`src/rtl/wdt_pkg.sv`:
```
package wdt_pkg;
   // bits needed to hold the values 0..n
   function automatic int unsigned cnt_bits(input int unsigned n);
      return (n < 1) ? 1 : $clog2(n + 1);
   endfunction
endpackage

```
`src/rtl/wdt_sync.sv`:
```
module wdt_sync #(
   parameter int unsigned STAGES = 2,
   parameter bit          INIT   = 1'b0
) (
   input  logic clk,
   input  logic arst,
   input  logic d,
   output logic q
);
   if (STAGES < 2) begin : g_bad_stages
      $error("wdt_sync: STAGES must be at least 2");
   end

   logic [STAGES-1:0] chain;

   always_ff @(posedge clk or posedge arst) begin
      if (arst) chain <= {STAGES{INIT}};
      else      chain <= {chain[STAGES-2:0], d};
   end

   assign q = chain[STAGES-1];
endmodule

```
`src/rtl/wdt_prescale.sv`:
```
module wdt_prescale #(
   parameter int unsigned PRESCALE = 4
) (
   input  logic clk,
   input  logic arst,
   output logic tick
);
   localparam int unsigned PW = wdt_pkg::cnt_bits(PRESCALE - 1);
   localparam logic [PW-1:0] LAST = PW'(PRESCALE - 1);

   if (PRESCALE < 2) begin : g_bad_div
      $error("wdt_prescale: PRESCALE must be at least 2");
   end

   logic [PW-1:0] div;

   always_ff @(posedge clk or posedge arst) begin
      if (arst)             div <= '0;
      else if (div == LAST) div <= '0;
      else                  div <= div + 1'b1;
   end

   assign tick = (div == LAST);
endmodule

```
`src/rtl/wdt_loop.sv`:
```
module wdt_loop #(
   parameter int unsigned TIMEOUT = 1600,
   parameter int unsigned HOLD    = 140,
   parameter int unsigned CW      = wdt_pkg::cnt_bits(TIMEOUT),
   parameter int unsigned HW      = wdt_pkg::cnt_bits(HOLD)
) (
   input  logic          clk,
   input  logic          arst,
   input  logic          tick,
   input  logic          kick,
   input  logic          clr,
   output logic          wdog_n,
   output logic [CW-1:0] cnt_o
);
   localparam logic [CW-1:0] TO_V  = CW'(TIMEOUT);
   localparam logic [CW-1:0] PRE_V = CW'(TIMEOUT - 1);
   localparam logic [HW-1:0] HLD_V = HW'(HOLD);

   logic [CW-1:0] cnt;
   logic [HW-1:0] hold;
   logic          restart;
   logic          expire;

   assign restart = clr | kick;
   assign expire  = tick & ~restart & (cnt == PRE_V);

   always_ff @(posedge clk or posedge arst) begin
      if (arst)                       cnt <= '0;
      else if (restart)               cnt <= '0;
      else if (tick && cnt != TO_V)   cnt <= cnt + 1'b1;
   end

   always_ff @(posedge clk or posedge arst) begin
      if (arst)                       hold <= '0;
      else if (expire)                hold <= HLD_V;
      else if (tick && hold != '0)    hold <= hold - 1'b1;
   end

   assign wdog_n = ~((cnt == TO_V) | (hold != '0));
   assign cnt_o  = cnt;
endmodule

```
`src/rtl/wdt_oneshot.sv`:
```
module wdt_oneshot #(
   parameter int unsigned WIDTH = 200,
   parameter int unsigned PW    = wdt_pkg::cnt_bits(WIDTH)
) (
   input  logic clk,
   input  logic arst,
   input  logic tick,
   input  logic trig,
   output logic active
);
   localparam logic [PW-1:0] FULL = PW'(WIDTH);

   logic [PW-1:0] remain;

   // power-up loads the full width so the pulse spans reset release
   always_ff @(posedge clk or posedge arst) begin
      if (arst)                        remain <= FULL;
      else if (trig)                   remain <= FULL;
      else if (tick && remain != '0)   remain <= remain - 1'b1;
   end

   assign active = (remain != '0);
endmodule

```
`src/rtl/wdt_supervisor.sv`:
```
module wdt_supervisor #(
   parameter int unsigned PRESCALE      = 50000,
   parameter int unsigned TIMEOUT_TICKS = 1600,
   parameter int unsigned PULSE_TICKS   = 200,
   parameter int unsigned HOLD_TICKS    = 140,
   parameter int unsigned SYNC_STAGES   = 2
) (
   input  logic clk,
   input  logic pwr_up,
   input  logic kick_in,
   input  logic man_rst_n,
   input  logic vlow,
   output logic cpu_rst,
   output logic wdog_n,
   output logic pwr_fail_n
);
   localparam int unsigned CNT_W  = wdt_pkg::cnt_bits(TIMEOUT_TICKS);
   localparam int unsigned HOLD_W = wdt_pkg::cnt_bits(HOLD_TICKS);
   localparam int unsigned PLS_W  = wdt_pkg::cnt_bits(PULSE_TICKS);

   if (PRESCALE < 1) begin : g_bad_pre
      $error("wdt_supervisor: PRESCALE must be at least 1");
   end
   if (TIMEOUT_TICKS < 2) begin : g_bad_to
      $error("wdt_supervisor: TIMEOUT_TICKS must be at least 2");
   end
   if (PULSE_TICKS < 1) begin : g_bad_pulse
      $error("wdt_supervisor: PULSE_TICKS must be at least 1");
   end
   if (HOLD_TICKS <= SYNC_STAGES + 2) begin : g_bad_hold
      $error("wdt_supervisor: HOLD_TICKS must exceed SYNC_STAGES+2 so a looped reset can start");
   end

   logic tick;
   logic kick_s, kick_q, kick_edge;
   logic mr_s, lv_s;
   logic trig;
   logic [CNT_W-1:0] wd_cnt;

   // tick source: direct when undivided, counter otherwise
   if (PRESCALE == 1) begin : g_tick_direct
      assign tick = 1'b1;
   end else begin : g_tick_div
      wdt_prescale #(.PRESCALE(PRESCALE)) u_pre (
         .clk  (clk),
         .arst (pwr_up),
         .tick (tick)
      );
   end

   wdt_sync #(.STAGES(SYNC_STAGES), .INIT(1'b0)) u_kick_sync (
      .clk (clk), .arst (pwr_up), .d (kick_in), .q (kick_s)
   );
   wdt_sync #(.STAGES(SYNC_STAGES), .INIT(1'b1)) u_mr_sync (
      .clk (clk), .arst (pwr_up), .d (man_rst_n), .q (mr_s)
   );
   wdt_sync #(.STAGES(SYNC_STAGES), .INIT(1'b0)) u_lv_sync (
      .clk (clk), .arst (pwr_up), .d (vlow), .q (lv_s)
   );

   // both polarities of heartbeat transition count as a kick
   always_ff @(posedge clk or posedge pwr_up) begin
      if (pwr_up) kick_q <= 1'b0;
      else        kick_q <= kick_s;
   end
   assign kick_edge = kick_s ^ kick_q;

   assign trig = ~mr_s | lv_s;

   wdt_oneshot #(.WIDTH(PULSE_TICKS), .PW(PLS_W)) u_pulse (
      .clk    (clk),
      .arst   (pwr_up),
      .tick   (tick),
      .trig   (trig),
      .active (cpu_rst)
   );

   wdt_loop #(
      .TIMEOUT (TIMEOUT_TICKS),
      .HOLD    (HOLD_TICKS),
      .CW      (CNT_W),
      .HW      (HOLD_W)
   ) u_loop (
      .clk    (clk),
      .arst   (pwr_up),
      .tick   (tick),
      .kick   (kick_edge),
      .clr    (cpu_rst),
      .wdog_n (wdog_n),
      .cnt_o  (wd_cnt)
   );

   assign pwr_fail_n = ~lv_s;
endmodule

```
`config.mk`:
```
export PLATFORM = sky130hd
export DESIGN_NAME = wdt_supervisor
export DESIGN_NICKNAME = d
export VERILOG_FILES = /design/src/rtl/wdt_pkg.sv /design/src/rtl/wdt_sync.sv /design/src/rtl/wdt_prescale.sv /design/src/rtl/wdt_loop.sv /design/src/rtl/wdt_oneshot.sv /design/src/rtl/wdt_supervisor.sv
export SDC_FILE = /design/constraint.sdc
export NUM_CORES = 1
export LEC_CHECK = 0
export BUFFER_PORTS_ARGS = -buffer_cell sky130_fd_sc_hd__buf_4
export CAP_MARGIN = 20
export CORE_MARGIN = 2
export CORE_UTILIZATION = 40
export DETAILED_ROUTE_END_ITERATION = 8
export PLACE_DENSITY = 0.58
export SYNTH_ARGS = -nofsm -noshare
export SYNTH_HDL_FRONTEND = slang
export SYNTH_SLANG_ARGS = --single-unit
```
`constraint.sdc`:
```
create_clock -name clk -period 2.7 [get_ports clk]
set_input_delay 0.135 -clock clk [delete_from_list [all_inputs] [get_ports clk]]
set_output_delay 0.135 -clock clk [all_outputs]
set_load 0.05 [all_outputs]
```
After elaboration in Yosys (flattened, before gate mapping)
Cells that the tools add are included.
{"block": "totals", "wordCells": 41, "out_inout_bits": 3, "in_bits": 5, "ff_bits": 50}
{"block": "op_classes", "n_addsub": 4, "n_eq_ne": 4, "bitwise": 10, "muxes": 7, "n_reduce_logical": 8}
{"cell": "$mux 8", "count": 4}
{"cell": "$eq 11x11->1 const B", "count": 2}
{"cell": "$mux 11", "count": 2}
{"cell": "$add 16x1->16 const B", "count": 1}
{"cell": "$eq 16x16->1 const B", "count": 1}
{"cell": "$mux 16", "count": 1}
{"cell": "$reduce_bool 8->1", "count": 2}
{"cell": "$sub 8x1->8 const B", "count": 2}
{"cell": "$add 11x1->11 const B", "count": 1}
{"cell": "$ne 11x11->1 const B", "count": 1}
{"cell": "$reduce_bool 2->1", "count": 3}
{"cell": "$not 1->1", "count": 4}
{"cell": "$logic_and 1x1->1", "count": 3}
{"cell": "$or 1x1->1", "count": 3}
{"cell": "$and 1x1->1", "count": 2}
{"cell": "$xor 1x1->1", "count": 1}

Longest topological paths before layout
{"block": "depth", "word_depth": 6, "mapped_depth": 7, "depth_no_buf": 7}

Hierarchy
A second synthesis with hierarchy kept.
{"block": "hier_totals", "hier_cells": 243, "hier_area_um2": 2492.4}
{"mod": "wdt_loop", "cells_per_inst": 111, "instances": 1, "seq_area_each_um2": 475.5, "area_each_um2": 1038.5}
{"mod": "wdt_prescale", "cells_per_inst": 68, "instances": 1, "seq_area_each_um2": 400.4, "area_each_um2": 757.0}
{"mod": "wdt_oneshot", "cells_per_inst": 50, "instances": 1, "seq_area_each_um2": 203.9, "area_each_um2": 485.5}
{"mod": "wdt_sync at u_kick_sync ...", "cells_per_inst": 3, "instances": 2, "seq_area_each_um2": 50.0, "area_each_um2": 53.8}
{"mod": "wdt_sync at u_mr_sync", "cells_per_inst": 3, "instances": 1, "seq_area_each_um2": 52.6, "area_each_um2": 56.3}
{"mod": "wdt_supervisor", "cells_per_inst": 5, "instances": 1, "seq_area_each_um2": 25.0, "area_each_um2": 47.5}

Worst setup path before layout
No wires, ideal clock.
{"block": "synth_path", "path_type": "flip-flop to output port", "from": "register u_loop.hold[0]", "to": "output wdog_n", "t_arrival_ps": 2091, "path_stages_with_launch": 6, "required_ps": 2565, "slack_ps": 474, "n_path_buf": 0, "cell_sequence": "dfrtp_1 > inv_1 > ha_1 > or4b_2 > nand2b_1 > nor2_1"}
{"block": "synth_between", "elab_chain_len": 3}
{"element": "start, declared", "line": "wdt_loop.sv:20", "text": "logic [HW-1:0] hold;"}
{"element": "start signal, assigned", "line": "wdt_loop.sv:36", "text": "else if (tick && hold != '0) hold <= hold - 1'b1;"}
{"element": "$reduce_bool 8->1", "line": "wdt_loop.sv:39", "text": "assign wdog_n = ~((cnt == TO_V) | (hold != '0));"}
{"element": "$or 1x1->1", "line": "wdt_loop.sv:39"}
{"element": "$not 1->1", "line": "wdt_loop.sv:39"}
{"element": "end, declared", "line": "wdt_supervisor.sv:14", "text": "output logic wdog_n,"}
No other way between the ends.

Final worst setup path
{"block": "layout_path", "from": "register u_pulse.remain[0]", "to": "output cpu_rst"}
{"block": "layout_between", "elab_chain_len": 1}
{"element": "start, declared", "line": "wdt_oneshot.sv:13", "text": "logic [PW-1:0] remain;"}
{"element": "start signal, assigned", "line": "wdt_oneshot.sv:19", "text": "else if (tick && remain != '0) remain <= remain - 1'b1;"}
{"element": "$reduce_bool 8->1", "line": "wdt_oneshot.sv:22", "text": "assign active = (remain != '0);"}
{"element": "end, declared", "line": "wdt_supervisor.sv:13", "text": "output logic cpu_rst,"}
No other way between the ends.

==> summary.txt <==
Clock tree
  • Sink Count: 50
  • Hold-fix buffers, CTS: 3
  • Clk slew on worst S/H paths: 0.09 ns
  • CTS Root Cell: clkbuf_8
  • CTS tree: done
  • Setup bufs post-CTS: 0
  • Clk buf depth: 2
  • Clock Latency Late Sink: 0.30 ns
  • H-Tree Depth: 2
  • CTS buffer count: 5
  • Post-CTS resize count: 0

Die
  • Core ar.: 5990 um^2
  • Num rows: 28
  • Die area: 6940 um^2
  • Die height: 83.3 um
  • Initial Util: 0.420
  • Ports: 8
  • Die width: 83.3 um

Critical path
  • Crit-path max cell delay: 0.45 ns
  • Most used cell, CP: inv_1
  • Crit path capture type: output port
  • CP max stage cell: nor2_1
  • Critical Path RT: 2.57 ns
  • Crit-path max FO: 10
  • Buffers & Inverters on Critical Path: 3
  • Critical Path Source Type: flop
  • Worst path cell trace: inv_1, ha_1, or3b_1, nor2_1, inv_1, buf_4
  • Setup CP Type: flop to output port
  • Cell family with the largest share of critical-path delay: simple AND/OR/NAND/NOR gates
  • CP arrival: 2.26 ns

Cells and area
  • Proportion of layout cells with a drive suffix above 1: 0.111
  • Nets: 281
  • Ant diodes: 0
  • Fillers: 557
  • Area growth, synth to finish: 11.8%
  • Final core occ: 0.470

Synth
  • Most common cell in the netlist: dfrtp_1
  • Synth Warn #: 0
  • Most frequent cells after synthesis: dfrtp_1 (45), a21oi_1 (22), nand3_1 (21), o21ai_0 (16), or4_1 (14)
  • Synth area leaders: dfrtp_1 (45%), dfstp_2 (5.2%), a21oi_1 (4.4%)
  • Unique masters post-synth: 39
  • Async SR Flop Fraction: 1.00
  • Largest area contributor in the netlist: dfrtp_1
  • Mean Syn Cell Area: 9.86 um^2
  • Yosys top cell area share: 0.448
  • Syn Nets: 266
  • Number of synthesized flops with an enable pin: 0
  • Predominant post-synthesis flop cell: dfrtp_1
  • Post-synthesis sequential area ratio: 0.500
  • Mapped Cells: 255
  • Cell Area, Synth: 2510 um^2
  • FF+latch count, synth: 50

Route
  • DRT Pass-1 Iters: 4
  • Iter 0 DRT Violations: 110
  • Via density: 5.58
  • Detail Route Antenna Nets: 0
  • Avg WL per Cell: 14.2 um
  • WL final: 4.91 mm
  • DRC: 0
  • Total number of vias: 1931

GRT
  • Global-route wire length before repair: 8.63 mm
  • Number of global-route vias before repair: 1851
  • Total gr overflow: 0
  • Largest net degree at the start of global routing: 50
  • GRT Util Overall: 0.151
  • Initial antenna violation count: 0

Power and ir drop
  • Switching fraction of total power: 0.215
  • P_sw: 0.267 mW
  • VDD IR max: 244 uV
  • Overall Power: 1.24 mW
  • Pwr/cell area: 442 nW/um^2
  • Seq pwr share: 0.609
  • Logic pwr share: 0.030
  • Leak: 1.13 nW
  • Clock network power share: 0.362
  • Pint: 0.976 mW

STA
  • Max_slew headroom: 0.568
  • Final setup violation count: 0
  • Max Freq: 0.417 GHz
  • Worst Tran Pin Value: 0.642 ns
  • RSZ-0062 raised after global routing: no
  • Setup Skew: 0.00474 ns
  • Fin. max-slew vios: 0
  • Final setup margin: 0.301 ns
  • Final Cycle Share: 0.888
  • Final TNS setup: 0 ns
  • Fin crit period: 2.40 ns
  • Final hold violation count: 0

Placement
  • Pre-CTS setup slack: 0.405 ns
  • DP HPWL: 3.27 mm
  • GPL Wtd Cong: 0.765
  • IO buf count: 7

Run
  • Max Cap Violations: 0

Min path
  • HP Class: primary input to asynchronous set/reset pin

Status
  • Status: completed
-- worst register-to-register path, stage by stage (launching register included) --
cell and delay [ns]:
dfrtp_1 0.41, inv_1 0.09, ha_1 0.16, or3b_1 0.44, or3_4 0.51, nor4_2 0.47
a21oi_1 0.09
-- metrics by stage --
stage	hold slack (ns)	cells	area (um^2)
global placement	0.246	333	2660
floorplan	0.139	255	2510
global route	0.338	346	2810
finish	0.307	346	2810
detailed placement	0.247	333	2660
CTS	0.128	344	2780
-- registers in the layout, indices dropped and copies added, names as in the netlist --
register              count
u_loop.cnt_o             11
u_mr_sync.chain           2
kick_q                    1
u_kick_sync.chain         2
u_lv_sync.chain           2
u_loop.hold               8
g_tick_div.u_pre.div     16
u_pulse.remain            8
-- final cells by class --
| type | instances | area (um^2) | area share |
|---|---|---|---|
| Clock buffer | 7 | 86.3 | 0.0307 |
| Clock inverter | 1 | 5.00 | 0.00178 |
| Inverter | 12 | 45.0 | 0.0160 |
| Multi-Input combinational cell | 185 | 1180 | 0.420 |
| Sequential cell | 50 | 1260 | 0.447 |
| Tap cell | 75 | 93.8 | 0.0334 |
| Timing Repair Buffer | 16 | 143 | 0.0507 |
-- routing by layer --
| layer | global-route usage | share of wire | vias up |
|---|---|---|---|
| li1 | - | - | 979 |
| met1 | 0.207 | 0.51 | 930 |
| met2 | 0.235 | 0.46 | 20 |
| met3 | 0.0378 | 0.020 | 2 |
| met4 | 0.0447 | 0.0055 | 0 |
| met5 | 0 | 0 | - |
-- power groups by stage --
stage / Combinational [mW] / Clock, mW / Sequential [mW]
2_1_floorplan: 0.0174 / 0 / 0.771
3_3_place_gp: 0.0305 / 0 / 0.772
3_5_place_dp: 0.0305 / 0 / 0.772
4_1_cts: 0.0340 / 0.473 / 0.757
5_1_grt: 0.0419 / 0.502 / 0.758
6_report: 0.0370 / 0.450 / 0.757
-- cell families (layout without fill, tap and decap cells) --
family	after synthesis	count (layout)	synth area share
and+or+nand+nor	111	111	0.269
buffers and inverters	20	36	0.0298
muxes	2	2	0.00796
DFF	50	50	0.500
adders and majority gates	6	6	0.0298
xor gates and xnor gates	11	11	0.0383
AOI/OAI and AO/OA	55	55	0.125
-- cell usage in the layout (no fill, tap or decap), types with 3 or more instances in the layout --
| cell | instances |
|---|---|
| dfrtp_1 | 45 |
| a21oi_1 | 22 |
| nand3_1 | 21 |
| o21ai_0 | 16 |
| or4_1 | 14 |
| nand2_1 | 13 |
| nor2_1 | 11 |
| inv_1 | 11 |
| buf_4 | 11 |
| or3_1 | 8 |
| and3_1 | 8 |
| o31ai_1 | 8 |
| xnor2_1 | 8 |
| nor3_1 | 6 |
| ha_1 | 6 |
| clkbuf_8 | 6 |
| dfstp_2 | 5 |
| and4_1 | 4 |
| dlygate4sd3_1 | 4 |
| nor4bb_1 | 3 |
| nand4_1 | 3 |
| nand2b_1 | 3 |
| xor2_1 | 3 |
| nor4_1 | 3 |
| a31oi_1 | 3 |
-- worst paths after layout --
check	start	end	slack (ns)	cells past startpoint
worst max-delay path	u_pulse.remain[0]	cpu_rst	0.30	6
worst min-delay path	pwr_up	g_tick_div.u_pre.div[12]	0.31	3
worst max register to register	u_pulse.remain[0]	u_loop.hold[5]	0.41	6
worst min register to register	u_kick_sync.chain[0]	u_kick_sync.chain[1]	0.36	0
max in group asynchronous	pwr_up	u_mr_sync.chain[0]	1.71	5
min in group clk	u_kick_sync.chain[0]	u_kick_sync.chain[1]	0.36	0
Note: power is estimated with default switching activity, not from simulation.
